## src/rtl/spinlock_pkg.sv

```systemverilog
package spinlock_pkg;

  typedef enum logic [2:0] {
    LK_IDLE    = 3'd0,
    LK_POLL    = 3'd1,
    LK_ATOMIC  = 3'd2,
    LK_HELD    = 3'd3,
    LK_RELEASE = 3'd4
  } lk_state_e;

  typedef enum logic [1:0] {
    MOP_READ  = 2'd0,
    MOP_TAS   = 2'd1,
    MOP_WRITE = 2'd2
  } mem_op_e;

  localparam logic LOCK_FREE  = 1'b1;
  localparam logic LOCK_TAKEN = 1'b0;

endpackage

```

## src/rtl/sl_seq.sv

```systemverilog
module sl_seq
  import spinlock_pkg::*;
(
  input  logic      clk,
  input  logic      rst_n,
  input  logic      acq_i,
  input  logic      rel_i,
  input  logic      done_i,
  input  logic      rdata_i,
  output lk_state_e state_o,
  output logic      want_o,
  output mem_op_e   op_o,
  output logic      wdata_o,
  output logic      win_o,
  output logic      stray_o
);

  lk_state_e state_q;
  lk_state_e state_d;
  logic      state_en;

  // next-state decision
  always_comb begin
    state_d = state_q;
    unique case (state_q)
      LK_IDLE:    if (acq_i) state_d = LK_POLL;
      LK_POLL:    if (done_i && (rdata_i == LOCK_FREE)) state_d = LK_ATOMIC;
      LK_ATOMIC:  if (done_i) state_d = (rdata_i == LOCK_FREE) ? LK_HELD : LK_POLL;
      LK_HELD:    if (rel_i) state_d = LK_RELEASE;
      LK_RELEASE: if (done_i) state_d = LK_IDLE;
      default:    state_d = LK_IDLE;
    endcase
  end

  assign state_en = (state_d != state_q);

  always_ff @(posedge clk or negedge rst_n) begin
    if (!rst_n) begin
      state_q <= LK_IDLE;
    end else if (state_en) begin
      state_q <= state_d;
    end
  end

  // command selection per state
  always_comb begin
    want_o  = 1'b0;
    op_o    = MOP_READ;
    wdata_o = LOCK_TAKEN;
    unique case (state_q)
      LK_POLL:    begin want_o = 1'b1; op_o = MOP_READ;  end
      LK_ATOMIC:  begin want_o = 1'b1; op_o = MOP_TAS;   end
      LK_RELEASE: begin want_o = 1'b1; op_o = MOP_WRITE; wdata_o = LOCK_FREE; end
      default:    begin want_o = 1'b0; op_o = MOP_READ;  end
    endcase
  end

  assign win_o   = (state_q == LK_ATOMIC) && done_i && (rdata_i == LOCK_FREE);
  assign stray_o = rel_i && (state_q != LK_HELD);
  assign state_o = state_q;

endmodule

```

## src/rtl/sl_cmd_port.sv

```systemverilog
module sl_cmd_port
  import spinlock_pkg::*;
#(
  parameter int ADDR_W = 32
) (
  input  logic              clk,
  input  logic              rst_n,
  input  logic              want_i,
  input  mem_op_e           op_i,
  input  logic              wdata_i,
  input  logic [ADDR_W-1:0] addr_i,
  output logic              mem_cmd_valid,
  input  logic              mem_cmd_ready,
  output logic [1:0]        mem_cmd_op,
  output logic [ADDR_W-1:0] mem_cmd_addr,
  output logic              mem_cmd_wdata,
  input  logic              mem_rsp_valid,
  input  logic              mem_rsp_data,
  output logic              done_o,
  output logic              rdata_o
);

  logic waiting_q;
  logic waiting_d;
  logic waiting_en;
  logic accept;

  assign mem_cmd_valid = want_i && !waiting_q;
  assign accept        = mem_cmd_valid && mem_cmd_ready;
  assign done_o        = waiting_q && mem_rsp_valid;
  assign rdata_o       = mem_rsp_data;

  always_comb begin
    waiting_d = waiting_q;
    if (accept)      waiting_d = 1'b1;
    else if (done_o) waiting_d = 1'b0;
  end

  assign waiting_en = accept || done_o;

  always_ff @(posedge clk or negedge rst_n) begin
    if (!rst_n) begin
      waiting_q <= 1'b0;
    end else if (waiting_en) begin
      waiting_q <= waiting_d;
    end
  end

  assign mem_cmd_op    = op_i;
  assign mem_cmd_addr  = addr_i;
  assign mem_cmd_wdata = wdata_i;

endmodule

```

## src/rtl/sl_pulse_regs.sv

```systemverilog
module sl_pulse_regs (
  input  logic clk,
  input  logic rst_n,
  input  logic win_i,
  input  logic stray_i,
  output logic grant_o,
  output logic err_o
);

  logic grant_q;
  logic err_q;
  logic pulse_en;

  // only clock the pair when something is set or must clear
  assign pulse_en = win_i || stray_i || grant_q || err_q;

  always_ff @(posedge clk or negedge rst_n) begin
    if (!rst_n) begin
      grant_q <= 1'b0;
      err_q   <= 1'b0;
    end else if (pulse_en) begin
      grant_q <= win_i;
      err_q   <= stray_i;
    end
  end

  assign grant_o = grant_q;
  assign err_o   = err_q;

endmodule

```

## src/rtl/spinlock_agent.sv

```systemverilog
module spinlock_agent
  import spinlock_pkg::*;
#(
  parameter int ADDR_W = 32
) (
  input  logic              clk,
  input  logic              rst_n,
  input  logic [ADDR_W-1:0] lock_addr,
  input  logic              acq_i,
  input  logic              rel_i,
  output logic              grant_o,
  output logic              held_o,
  output logic              busy_o,
  output logic              err_o,
  output logic              mem_cmd_valid,
  input  logic              mem_cmd_ready,
  output logic [1:0]        mem_cmd_op,
  output logic [ADDR_W-1:0] mem_cmd_addr,
  output logic              mem_cmd_wdata,
  input  logic              mem_rsp_valid,
  input  logic              mem_rsp_data
);

  lk_state_e state;
  logic      want;
  mem_op_e   op;
  logic      wdata;
  logic      win;
  logic      stray;
  logic      done;
  logic      rdata;

  sl_seq u_seq (
    .clk     (clk),
    .rst_n   (rst_n),
    .acq_i   (acq_i),
    .rel_i   (rel_i),
    .done_i  (done),
    .rdata_i (rdata),
    .state_o (state),
    .want_o  (want),
    .op_o    (op),
    .wdata_o (wdata),
    .win_o   (win),
    .stray_o (stray)
  );

  sl_cmd_port #(.ADDR_W(ADDR_W)) u_port (
    .clk           (clk),
    .rst_n         (rst_n),
    .want_i        (want),
    .op_i          (op),
    .wdata_i       (wdata),
    .addr_i        (lock_addr),
    .mem_cmd_valid (mem_cmd_valid),
    .mem_cmd_ready (mem_cmd_ready),
    .mem_cmd_op    (mem_cmd_op),
    .mem_cmd_addr  (mem_cmd_addr),
    .mem_cmd_wdata (mem_cmd_wdata),
    .mem_rsp_valid (mem_rsp_valid),
    .mem_rsp_data  (mem_rsp_data),
    .done_o        (done),
    .rdata_o       (rdata)
  );

  sl_pulse_regs u_pulse (
    .clk     (clk),
    .rst_n   (rst_n),
    .win_i   (win),
    .stray_i (stray),
    .grant_o (grant_o),
    .err_o   (err_o)
  );

  assign held_o = (state == LK_HELD);
  assign busy_o = (state == LK_POLL) || (state == LK_ATOMIC) || (state == LK_RELEASE);

endmodule

```

## config.mk

```make
export PLATFORM = sky130hd
export DESIGN_NAME = spinlock_agent
export DESIGN_NICKNAME = d
export VERILOG_FILES = /design/src/rtl/spinlock_pkg.sv /design/src/rtl/sl_seq.sv /design/src/rtl/sl_cmd_port.sv /design/src/rtl/sl_pulse_regs.sv /design/src/rtl/spinlock_agent.sv
export SDC_FILE = /design/constraint.sdc
export NUM_CORES = 1
export LEC_CHECK = 0
export BUFFER_PORTS_ARGS = -buffer_cell sky130_fd_sc_hd__buf_2
export CAP_MARGIN = 0
export CORE_MARGIN = 4
export CORE_UTILIZATION = 29
export CTS_BUF_LIST = sky130_fd_sc_hd__clkbuf_2
export CTS_CLUSTER_DIAMETER = 150
export CTS_CLUSTER_SIZE = 8
export DETAILED_ROUTE_END_ITERATION = 7
export PLACE_DENSITY_LB_ADDON = 0.12
export SLEW_MARGIN = 20
export SYNTH_ARGS = -nofsm -noshare
export SYNTH_HDL_FRONTEND = slang
export SYNTH_SLANG_ARGS = --single-unit
```

## constraint.sdc

```tcl
create_clock -name clk -period 1 [get_ports clk]
set_input_delay 0.05 -clock clk [delete_from_list [all_inputs] [get_ports clk]]
set_output_delay 0.05 -clock clk [all_outputs]
set_load 0.03 [all_outputs]
```

==> Word level (Yosys, flattened, before mapping) <==
Cells that the tools add are included.
{ "word_totals": {"ff_bits": 6, "in_bits": 39, "out_inout_bits": 40, "wordCells": 40} }
{ "classes": {"eq_ne": 6, "muxes": 12, "reduce_logical": 18} }
{ "ops": {"columns": ["operator", "count"], "rows": [
  ["2-to-1 mux 3 bit", 5],
  ["one-hot mux 3 bit (5 select lines)", 1],
  ["logical AND 1 bit", 7],
  ["equality test 3 x 2 -> 1 bit, second input constant", 2],
  ["logical OR 1 bit", 6],
  ["2-to-1 mux 1 bit", 4],
  ["one-hot mux 2 bit (2 select lines)", 1],
  ["equality test 3 x 1 -> 1 bit, second input constant", 1],
  ["equality test 3 bit, second input constant", 1],
  ["logical NOT 3 bit", 1],
  ["!= test 3 x 2 -> 1 bit, second input constant", 1],
  ["!= test 3 bit", 1],
  ["OR reduction 3 bit", 1],
  ["2-to-1 mux 2 bit", 1],
  ["AND reduction 2 bit", 1],
  ["nonzero test 2 bit", 1],
  ["logical NOT 1 bit", 1]
]} }

==> Logic depth before layout (Yosys ltp) <==
Gate-level depths: netlist (run 1).
{ "depth": {"word_depth": 7, "depth_mapped": 4, "depth_no_buf": 3} }

==> Hierarchy <==
A second synthesis (run 1) with hierarchy kept.
{ "unflattened": {"cells_unflattened": 75, "hier_area_um2": 626.9} }
{ "modules_own_cells": {"columns": ["mod", "n_inst", "cells_each", "area_each_um2", "seq_area_each_um2"], "rows": [
  ["sl_cmd_port", 1, 41, 322.8, 25.0],
  ["sl_seq", 1, 25, 217.7, 75.1],
  ["sl_pulse_regs", 1, 4, 57.6, 50.0],
  ["spinlock_agent", 1, 5, 28.8, 0.0]
]} }

==> Worst setup path after synthesis (run 1) <==
OpenSTA, ideal clock, no wires.
{ "synth_path": {"kind": "reg2out", "start": "reg u_seq.state_q[0] (netlist: u_seq.state_o[0])", "end": "out mem_cmd_op[1]", "t_arrival_ps": 1284, "t_required_ps": 950, "path_slack_ps": -334, "stages_incl_launch_ff": 3, "n_path_buf": 1, "cell_sequence": "dfrtp_1 buf_2 nor3b_1"} }
{ "synth_via": {"elab_chain_cells": 2, "elab_cells_between_ends": 3, "cone_classes": "eq/ne: 2; mux: 1"} }
{ "synth_rtl": {"columns": ["element", "line", "text"], "rows": [
  ["start: declaration", "sl_seq.sv:18", "lk_state_e state_q;"],
  ["start signal: assignment", "sl_seq.sv:41", "state_q <= state_d;"],
  ["equality test 3 bit / equality test 3 x 2 -> 1 bit (equally long branches)", "sl_seq.sv:50", "unique case (state_q)"],
  ["one-hot mux 2 bit (2 select lines) (*)", "sl_seq.sv:50", null],
  ["end: declaration", "spinlock_agent.sv:17", "output logic [1:0] mem_cmd_op,"]
]} }
Every way passes the cells marked *; elsewhere a longest branch is shown, timed or not.

==> Final worst setup path (run 1) <==
{ "layout_path": {"start": "reg u_seq.state_q[2] (netlist: u_seq.state_o[2])", "end": "out mem_cmd_valid"} }
{ "layout_via": {"elab_chain_cells": 4, "elab_cells_between_ends": 6, "cone_classes": "eq/ne: 3; mux: 1; reduce/logical: 2"} }
{ "layout_rtl": {"columns": ["element", "line", "text"], "rows": [
  ["equality test 3 x 1 -> 1 bit (tied with other cells)", "sl_seq.sv:50", null],
  ["OR reduction 3 bit (no source line) (*)", null, null],
  ["2-to-1 mux 1 bit (*)", "sl_seq.sv:50", null],
  ["logical AND 1 bit (*)", "sl_cmd_port.sv:28", "assign mem_cmd_valid = want_i && !waiting_q;"],
  ["end: declaration", "spinlock_agent.sv:15", "output logic mem_cmd_valid,"]
]} }
Marked as above.

==> results of run 1 <==
## worst max-delay path by stage
stage / startpoint / to / slack [ns]
detailed placement: u_seq.state_o[1] / mem_cmd_valid / -0.14
global route: u_seq.state_o[2] / mem_cmd_valid / -0.38
CTS: u_seq.state_o[2] / busy_o / -0.35
finish: u_seq.state_o[2] / mem_cmd_valid / -0.32
floorplan: u_seq.state_o[0] / u_pulse.grant_o / -0.16
global placement: u_seq.state_o[1] / mem_cmd_valid / -0.14
## worst min-delay path, cell delays in order
cell and delay, ns:
buf_2 0.10, o2111ai_2 0.05, o21ai_1 0.05
## area by class of cell
class	instances	area, um^2	area share
Multi-Input combinational cell	24	261.5	0.3800
Timing Repair Buffer	25	207.7	0.3018
Sequential cell	6	153.9	0.2236
Tap cell	27	33.78	0.04909
Inverter	3	16.27	0.02364
Clock buffer	3	15.01	0.02182
## cells in the final DEF, fill, tap and decap left out, types with 2 or more instances in the layout
cell type,n
o21ai_2,2
dfrtp_2,3
buf_4,6
nor3b_4,2
clkbuf_2,3
a21oi_2,2
buf_2,8
nand2_2,2
buf_6,10
dfrtp_1,3
## cell families after synthesis
kind of cell / Yosys count / share of synthesized area
buf+inv: 38 / 0.4431
flops: 6 / 0.2395
simple gates: 14 / 0.1976
compound gates: 9 / 0.1058
xor+xnor: 1 / 0.01397
## registers in the layout (all words and copies together), names as in the netlist
name and count:
u_port.waiting_q 1, u_pulse.err_o 1, u_pulse.grant_o 1, u_seq.state_o 3
## metrics by stage
stage / std cells / hold WS (ns)
2_1_floorplan: 68 / -0.2456
3_3_place_gp: 80 / -0.1096
3_5_place_dp: 80 / -0.1093
4_1_cts: 87 / 0.05776
5_1_grt: 88 / 0.05527
6_report: 88 / 0.06304
## timing repair
item / 4_1_cts / 5_1_grt
setup buffers: 4 / 1
endpoints found under the hold margin: 6 / 0
resized for setup: 19 / 8
pin swaps: 10 / 2
setup endpoints to repair: 11 / 12
hold buffers: 1 / 0
## where the power goes
part           switching, uW  internal (uW)  total (uW)
combinational            892            878        1770
sequential               143            341         484
clock                   94.7           81.4         176
total                   1130           1300        2430
## routing by layer
layer,vias to the layer above,global-route usage,share of wire
li1,186,-,-
met4,0,0.05809,0.033
met2,21,0.1434,0.49
met5,-,0,0
met3,12,0.06812,0.13
met1,185,0.09150,0.34
==> impl_metrics.csv, run 1 <==
group,metric,value,unit
yosys,synthArstFlopShare,1.000,
clock_network,clock_path_buffers,2,
yosys,synthCells,68,
setup_path,cp_max_fo,3,
power_and_ir_drop,p_leak,0.0003094,uW
global_route,grt_max_degree,7,
setup_path,reg2reg_slack,-0.18,ns
layout,diodes,0,
setup_path,slowest_delay,0.44,ns
setup_path,cp-start-kind,"flip-flop",
yosys,synth_nets,107,
power_and_ir_drop,ir_drop,1.238,mV
timing,setup_ws,-0.3198,ns
clock_network,clkSinkCount,6,
setup_path,path_class,"flip-flop to output port",
hold_path,hold_class,"primary input to flip-flop",
global_route,grt_pass1_wl,1994,um
setup_path,critPathBufInv,1,
routing,drt_pass1_iterations,2,
routing,vias,404,
yosys,synth.cell_area,626.9,um^2
layout,nFillCells,216,
yosys,synth_edf_count,0,
timing,period_share,1.320,
placement,gp_congestion,0.6560,
yosys,ys_warn_count,0,
die,rows,16,
clock_network,cts_root_buf,"clkbuf_2",
die,start_util,0.3131,
die,io_pins,79,
setup_path,rr_startpoint,"u_seq.state_o[0]",
clock_network,path_clk_slew,0.06,ns
layout,fin_area,688.2,um^2
power_and_ir_drop,powerDensity,3533,nW/um^2
clock_network,clk_latency,0.23,ns
timing,relSlewSlack,0.8443,
layout,nets,102,
routing,ant_nets,0,
layout,synthToLayoutAreaGrowth,9.780,%
flow_run,cap_viol_max_count,0,
die,dieArea,2969,um^2
global_route,grt_pass1_vias,420,
timing,timing.fmax,757.7,MHz
yosys,syn_area_per_cell,9.218,um^2
setup_path,worst_ep_arrival_time,1.27,ns
setup_path,crit_family,"flip-flops",
timing,hold_viol,0,
status,failed_checks,"setup timing",
setup_path,cp.depth,4,
routing,first_iter_violations,4,
setup_path,crit_chain,"xor2_2 > o21ai_2 > nor2_4 > buf_6",
setup_path,rr_endpoint,"u_seq.state_o[2]",
status,outcome,"complete, but fails checks",
placement,dp_hpwl,930.5,um
routing,avgViaCountPerCell,4.591,
die,die_height,54.49,um
timing,fin_crit,1.320,ns
yosys,synth_cell_types,26,
timing,clock_skew,0.0007401,ns
timing,tns,-2.474,ns
placement,post-place-ws,-0.1391,ns
setup_path,worst_ep_required_time,0.95,ns
yosys,synth_top_area_cell,"buf_4",
setup_path,cpMaxStageDelayCell,"dfrtp_2",
yosys,synth_commonest_cells,"buf_4 (33), dfrtp_1 (6), o21ai_1 (3)",
placement,io_buffers,14,
timing,finalSetupViolations,12,
layout,utilization,0.3438,
setup_path,endpoint_kind,"output port",
timing,rsz0062_at_grt,"yes",
routing,route.detailed.drc,0,
yosys,yosysMostFrequentCell,"buf_4",
yosys,ys_seq_area_frac,0.2395,
hold_path,hold_path_depth,3,
yosys,synthFlopType,"dfrtp_1",
clock_network,tritoncts,"yes",
yosys,synthTopCellsByArea,"buf_4 (40%), dfrtp_1 (24%), nand4b_4 (3.8%)",
hold_path,hold_end,"u_port.waiting_q",
clock_network,cts-htree-levels,1,
routing,routed_wl,1255,um
placement,place_area,539.3,um^2
setup_path,ff2ff_path_depth,4,
global_route,gr-total-overflow,0,
die,core_region_area,2002,um^2
global_route,track_usage,0.09435,
routing,wl_per_cell,14.26,um
layout,drive_gt1_frac,0.7869,
power_and_ir_drop,power,2431,uW
die,die_w,54.49,um
global_route,antenna_found_initial,0,
timing,worstMarginPinSlew,0.2336,ns
clock_network,cts_buffers,3,
timing,drv_slew,0,
yosys,synth_top_area_frac,0.3952,
yosys,synth_seq_cells,6,
hold_path,worstHoldStart,"mem_cmd_ready",
(Power assumes the default switching activity.)
==> run 2: changes to the inputs <==
CELL_PAD_IN_SITES_DETAIL_PLACEMENT = 0   (was unset)
CELL_PAD_IN_SITES_GLOBAL_PLACEMENT = 2   (was unset)
CORE_MARGIN = unset   (was 4)
CORE_UTILIZATION = 13   (was 29)
HOLD_SLACK_MARGIN = 0.03   (was unset)
==> impl_metrics.csv, run 2 (synthesis gave the netlist of run 1 again) <==
group,metric,value,unit
status,outcome,"complete, but fails checks",
status,failed_checks,"setup timing",
placement,io_buffers,14,
global_route,antenna_found_initial,0,
timing,finalSetupViolations,12,
setup_path,cpMaxStageDelayCell,"dfrtp_2",
global_route,gr-total-overflow,0,
setup_path,worst_ep_required_time,0.95,ns
layout,utilization,0.1742,
timing,drv_slew,0,
layout,largest_reg_flops,3,
placement,post-place-ws,-0.1471,ns
routing,ant_nets,0,
clock_network,cts_buffers,3,
timing,period_share,1.334,
global_route,grt_pass1_wl,2477,um
routing,wl_per_cell,12.33,um
routing,route.detailed.drc,0,
die,io_pins,79,
timing,relSlewSlack,0.8482,
die,core_region_area,4504,um^2
global_route,grt_pass1_vias,485,
setup_path,endpoint_kind,"output port",
setup_path,crit_chain,"xor2_2 > o21ai_2 > inv_2 > buf_6",
routing,vias,441,
setup_path,slowest_delay,0.45,ns
clock_network,clock_path_buffers,2,
layout,synthToLayoutAreaGrowth,25.15,%
placement,gp_congestion,0.5828,
timing,rsz0062_at_grt,"yes",
die,start_util,0.1392,
clock_network,path_clk_slew,0.07,ns
hold_path,hold_class,"primary input to flip-flop",
routing,drt_pass1_iterations,2,
layout,diodes,0,
layout,layout_common_cells,"buf_6 (12), buf_4 (11), buf_2 (8)",
die,die_w,71.44,um
routing,first_iter_violations,5,
timing,fin_crit,1.334,ns
routing,routed_wl,1480,um
clock_network,cts-htree-levels,1,
die,die_height,71.44,um
routing,avgViaCountPerCell,3.675,
timing,timing.fmax,749.9,MHz
die,rows,24,
timing,clock_skew,0.003762,ns
global_route,track_usage,0.06584,
clock_network,cts_root_buf,"clkbuf_2",
placement,dp_hpwl,1071,um
layout,nets,109,
setup_path,cp_max_fo,5,
flow_run,cap_viol_max_count,0,
timing,setup_ws,-0.3336,ns
setup_path,worst_ep_arrival_time,1.28,ns
power_and_ir_drop,powerDensity,3365,nW/um^2
power_and_ir_drop,p_leak,0.0003582,uW
timing,hold_viol,0,
global_route,grt_max_degree,7,
clock_network,clk_latency,0.24,ns
layout,final_common_cell,"buf_6",
clock_network,clkSinkCount,6,
die,dieArea,5104,um^2
power_and_ir_drop,ir_drop,0.4443,mV
setup_path,path_class,"flip-flop to output port",
clock_network,tritoncts,"yes",
timing,worstMarginPinSlew,0.2277,ns
layout,drive_gt1_frac,0.7794,
setup_path,cp-start-kind,"flip-flop",
==> run 2: cell types whose count changed in the layout (fill, tap and decap cells not counted), sizes merged <==
| cell | before | now |
|---|---|---|
| buf | 24 | 31 |
==> run 2: critical path, delay by kind of cell (launching register included) <==
| family | cells | cell delay, ns |
|---|---|---|
| flops | 1 | 0.45 |
| buf+inv | 2 | 0.18 |
| xor+xnor | 1 | 0.20 |
| compound gates | 1 | 0.21 |
==> run 2: layout make-up <==
class                           instances  area (um^2)
Timing Repair Buffer                   32        267.8
Multi-Input combinational cell         24        266.5
Inverter                                3        16.27
Tap cell                               52        65.06
Sequential cell                         6        153.9
Clock buffer                            3        15.01
Fill cell                             517         3720
==> run 2: metal layers <==
layer	share of wire	vias up	wire length [um]	GRT usage
met5	0	-	0	0
met3	0.10	11	153	0.03657
met4	0.024	0	36	0.03778
li1	-	196	-	-
met2	0.46	26	679	0.09841
met1	0.41	208	611	0.07369
==> run 2: stage by stage <==
step                      setup TNS [ns]  power (uW)  instance area (um^2)  hold slack (ns)  std cells
after global placement            -1.258        1927                 600.6          -0.1007        109
after detailed placement          -1.037        1886                 600.6          -0.1061        109
final                             -2.456        2640                 784.5          0.07757        120
after floorplan                  -0.6721        1656                 660.6          -0.2456         68
after CTS                         -2.619        2501                 737.0          0.07998        118
after global routing              -3.261        2831                 784.5          0.08519        120
==> run 2: final timing paths <==
path / start / end / slack (ns) / cells after the start
min in group asynchronous: rst_n / u_pulse.grant_o / 0.17 / 2
worst min-delay path: mem_cmd_ready / u_port.waiting_q / 0.08 / 3
max in group asynchronous: rst_n / u_seq.state_o[0] / 0.65 / 2
worst min register to register: u_seq.state_o[0] / u_seq.state_o[0] / 0.67 / 2
worst max register to register: u_seq.state_o[2] / u_pulse.grant_o / -0.18 / 4
worst max-delay path: u_seq.state_o[1] / busy_o / -0.33 / 4
==> run 2: report_power, final <==
group	internal, uW	switching (uW)	total, uW
Combinational	1020	943	1960
Clock	81.7	111	192
Sequential	341	144	485
Total	1440	1200	2640
==> run 2: timing repair <==
item | 4_1_cts | 5_1_grt
buffers inserted | 6 | 4
gates resized for setup | 23 | 7
endpoints found under the hold margin | 6 | 0
endpoints found under the setup margin | 12 | 12
hold buffers | 1 | 0
pin swaps | 11 | 7
==> run 3: changes to the inputs <==
CORE_UTILIZATION = 15   (was 13)
clock period = 1.4 ns   (was 1 ns; I/O delays follow)
==> impl_metrics.csv, run 3 (synthesis gave the netlist of run 1 again) <==
group,metric,value,unit
layout,nets,96,
setup_path,cp.depth,4,
setup_path,cp_max_fo,6,
global_route,antenna_found_initial,0,
setup_path,worst_ep_arrival_time,1.29,ns
clock_network,cts-htree-levels,1,
global_route,track_usage,0.06636,
routing,wl_per_cell,12.17,um
routing,ant_nets,0,
setup_path,cpMaxStageDelayCell,"dfrtp_2",
timing,worstMarginPinSlew,0.2880,ns
power_and_ir_drop,pwr-share-seq,0.281,
power_and_ir_drop,ir_drop,0.7529,mV
routing,avgViaCountPerCell,3.590,
timing,drv_slew,0,
placement,gp_congestion,0.6394,
die,core_region_area,4000,um^2
power_and_ir_drop,p_leak,0.0002622,uW
die,start_util,0.1567,
setup_path,worst_ep_required_time,1.33,ns
global_route,grt_pass1_vias,420,
hold_path,hold_class,"primary input to flip-flop",
die,die_w,66.65,um
power_and_ir_drop,p_clk_frac,0.096,
power_and_ir_drop,pwr-share-comb,0.623,
setup_path,ff2ff_path_depth,5,
timing,finalSetupViolations,0,
timing,worst_hold_slack,0.09604,ns
layout,final_common_cell,"buf_2",
setup_path,endpoint,"mem_cmd_valid",
clock_network,cts_root_buf,"clkbuf_2",
setup_path,slowest_delay,0.46,ns
die,dieArea,4442,um^2
routing,drt_pass1_iterations,3,
routing,route.detailed.drc,0,
hold_path,worstHoldStart,"mem_cmd_ready",
clock_network,path_clk_slew,0.07,ns
setup_path,critPathBufInv,1,
timing,clock_skew,0.001159,ns
timing,hold_viol,0,
global_route,grt_max_degree,12,
layout,stdcell_count,105,
global_route,gr-total-overflow,0,
setup_path,rr_startpoint,"u_seq.state_o[1]",
timing,timing.fmax,736.5,MHz
die,io_pins,79,
power_and_ir_drop,netSwitchingFraction,0.4927,
placement,dp_cells,99,
layout,synthToLayoutAreaGrowth,-5.589,%
setup_path,crit_start,"u_seq.state_o[2]",
timing,relSlewSlack,0.8080,
clock_network,clock_path_buffers,2,
layout,largest_reg_flops,3,
power_and_ir_drop,powerDensity,2306,nW/um^2
setup_path,cp-start-kind,"flip-flop",
timing,tns,0,ns
timing,period_share,0.9698,
status,outcome,"finished, final reports clean",
routing,first_iter_violations,3,
die,die_height,66.65,um
setup_path,path_class,"flip-flop to output port",
layout,diodes,0,
timing,setup_ws,0.04226,ns
flow_run,cap_viol_max_count,0,
global_route,grt_pass1_wl,2097,um
die,rows,23,
setup_path,endpoint_kind,"output port",
power_and_ir_drop,p_int,692.3,uW
placement,post-place-ws,0.2020,ns
layout,nFillCells,456,
power_and_ir_drop,p_switching,672.3,uW
placement,dp_hpwl,994,um
clock_network,cts_buffers,3,
timing,fin_crit,1.358,ns
routing,vias,377,
setup_path,reg2reg_slack,0.27,ns
timing,rsz0062_at_grt,"yes",
setup_path,crit_family,"flip-flops",
placement,io_buffers,14,
clock_network,tritoncts,"yes",
setup_path,rr_endpoint,"u_seq.state_o[0]",
layout,layout_common_cells,"buf_2 (9), buf_4 (5)",
clock_network,clkSinkCount,6,
layout,utilization,0.1480,
layout,drive_gt1_frac,0.6000,
setup_path,crit_chain,"xor2_2 > o21ai_2 > nor2_1 > buf_4",
routing,routed_wl,1278,um
clock_network,clk_latency,0.22,ns
==> run 3: worst min-delay path by stage <==
stage	end	slack, ns	cells past startpoint
2_1_floorplan	u_port.waiting_q	-0.23	0
3_3_place_gp	u_seq.state_o[2]	-0.08	1
3_5_place_dp	u_seq.state_o[2]	-0.08	1
4_1_cts	u_port.waiting_q	0.07	3
5_1_grt	u_port.waiting_q	0.09	3
6_report	u_port.waiting_q	0.1	3
==> run 3: routing by layer <==
layer | global-route usage | part of all wire | up-vias
met3 | 0.02740 | 0.10 | 12
met5 | 0 | 0 | -
met2 | 0.09848 | 0.43 | 23
met1 | 0.07354 | 0.43 | 173
met4 | 0.05319 | 0.035 | 0
li1 | - | - | 169
==> run 3: power groups by stage <==
stage	Combinational, uW	Sequential [uW]	Clock [uW]
floorplan	778	295	0
global placement	716	377	0
detailed placement	698	372	0
CTS	730	377	144
global route	926	403	152
finish	850	384	131
==> run 3: worst min-delay path, cell delays in order <==
cell and delay [ns]:
buf_2 0.10, o2111ai_1 0.06, o21ai_1 0.06
==> run 3: cell type report <==
| cell class | instances | area (um^2) | share of cell area |
|---|---|---|---|
| timing repair buffer | 19 | 133.9 | 0.2262 |
| inverter | 3 | 16.27 | 0.02748 |
| clock buffer | 3 | 15.01 | 0.02537 |
| sequential | 6 | 153.9 | 0.2600 |
| tap | 50 | 62.56 | 0.1057 |
| multi-input combinational | 24 | 210.2 | 0.3552 |
==> run 3: timing repair <==
action / 4_1_cts / 5_1_grt
cloned: 0 / 0
gates resized for setup: 5 / 11
endpoints found under the hold margin: 6 / 0
setup endpoints to repair: 5 / 5
hold buffers: 1 / 0
setup buffers: 0 / 2
pin swaps: 0 / 3
==> run 3: through the flow <==
| stage | power, uW | cell area, um^2 |
|---|---|---|
| floorplan | 1073 | 626.9 |
| global placement | 1093 | 510.5 |
| detailed placement | 1071 | 510.5 |
| CTS | 1251 | 544.3 |
| global route | 1480 | 591.8 |
| finish | 1365 | 591.8 |
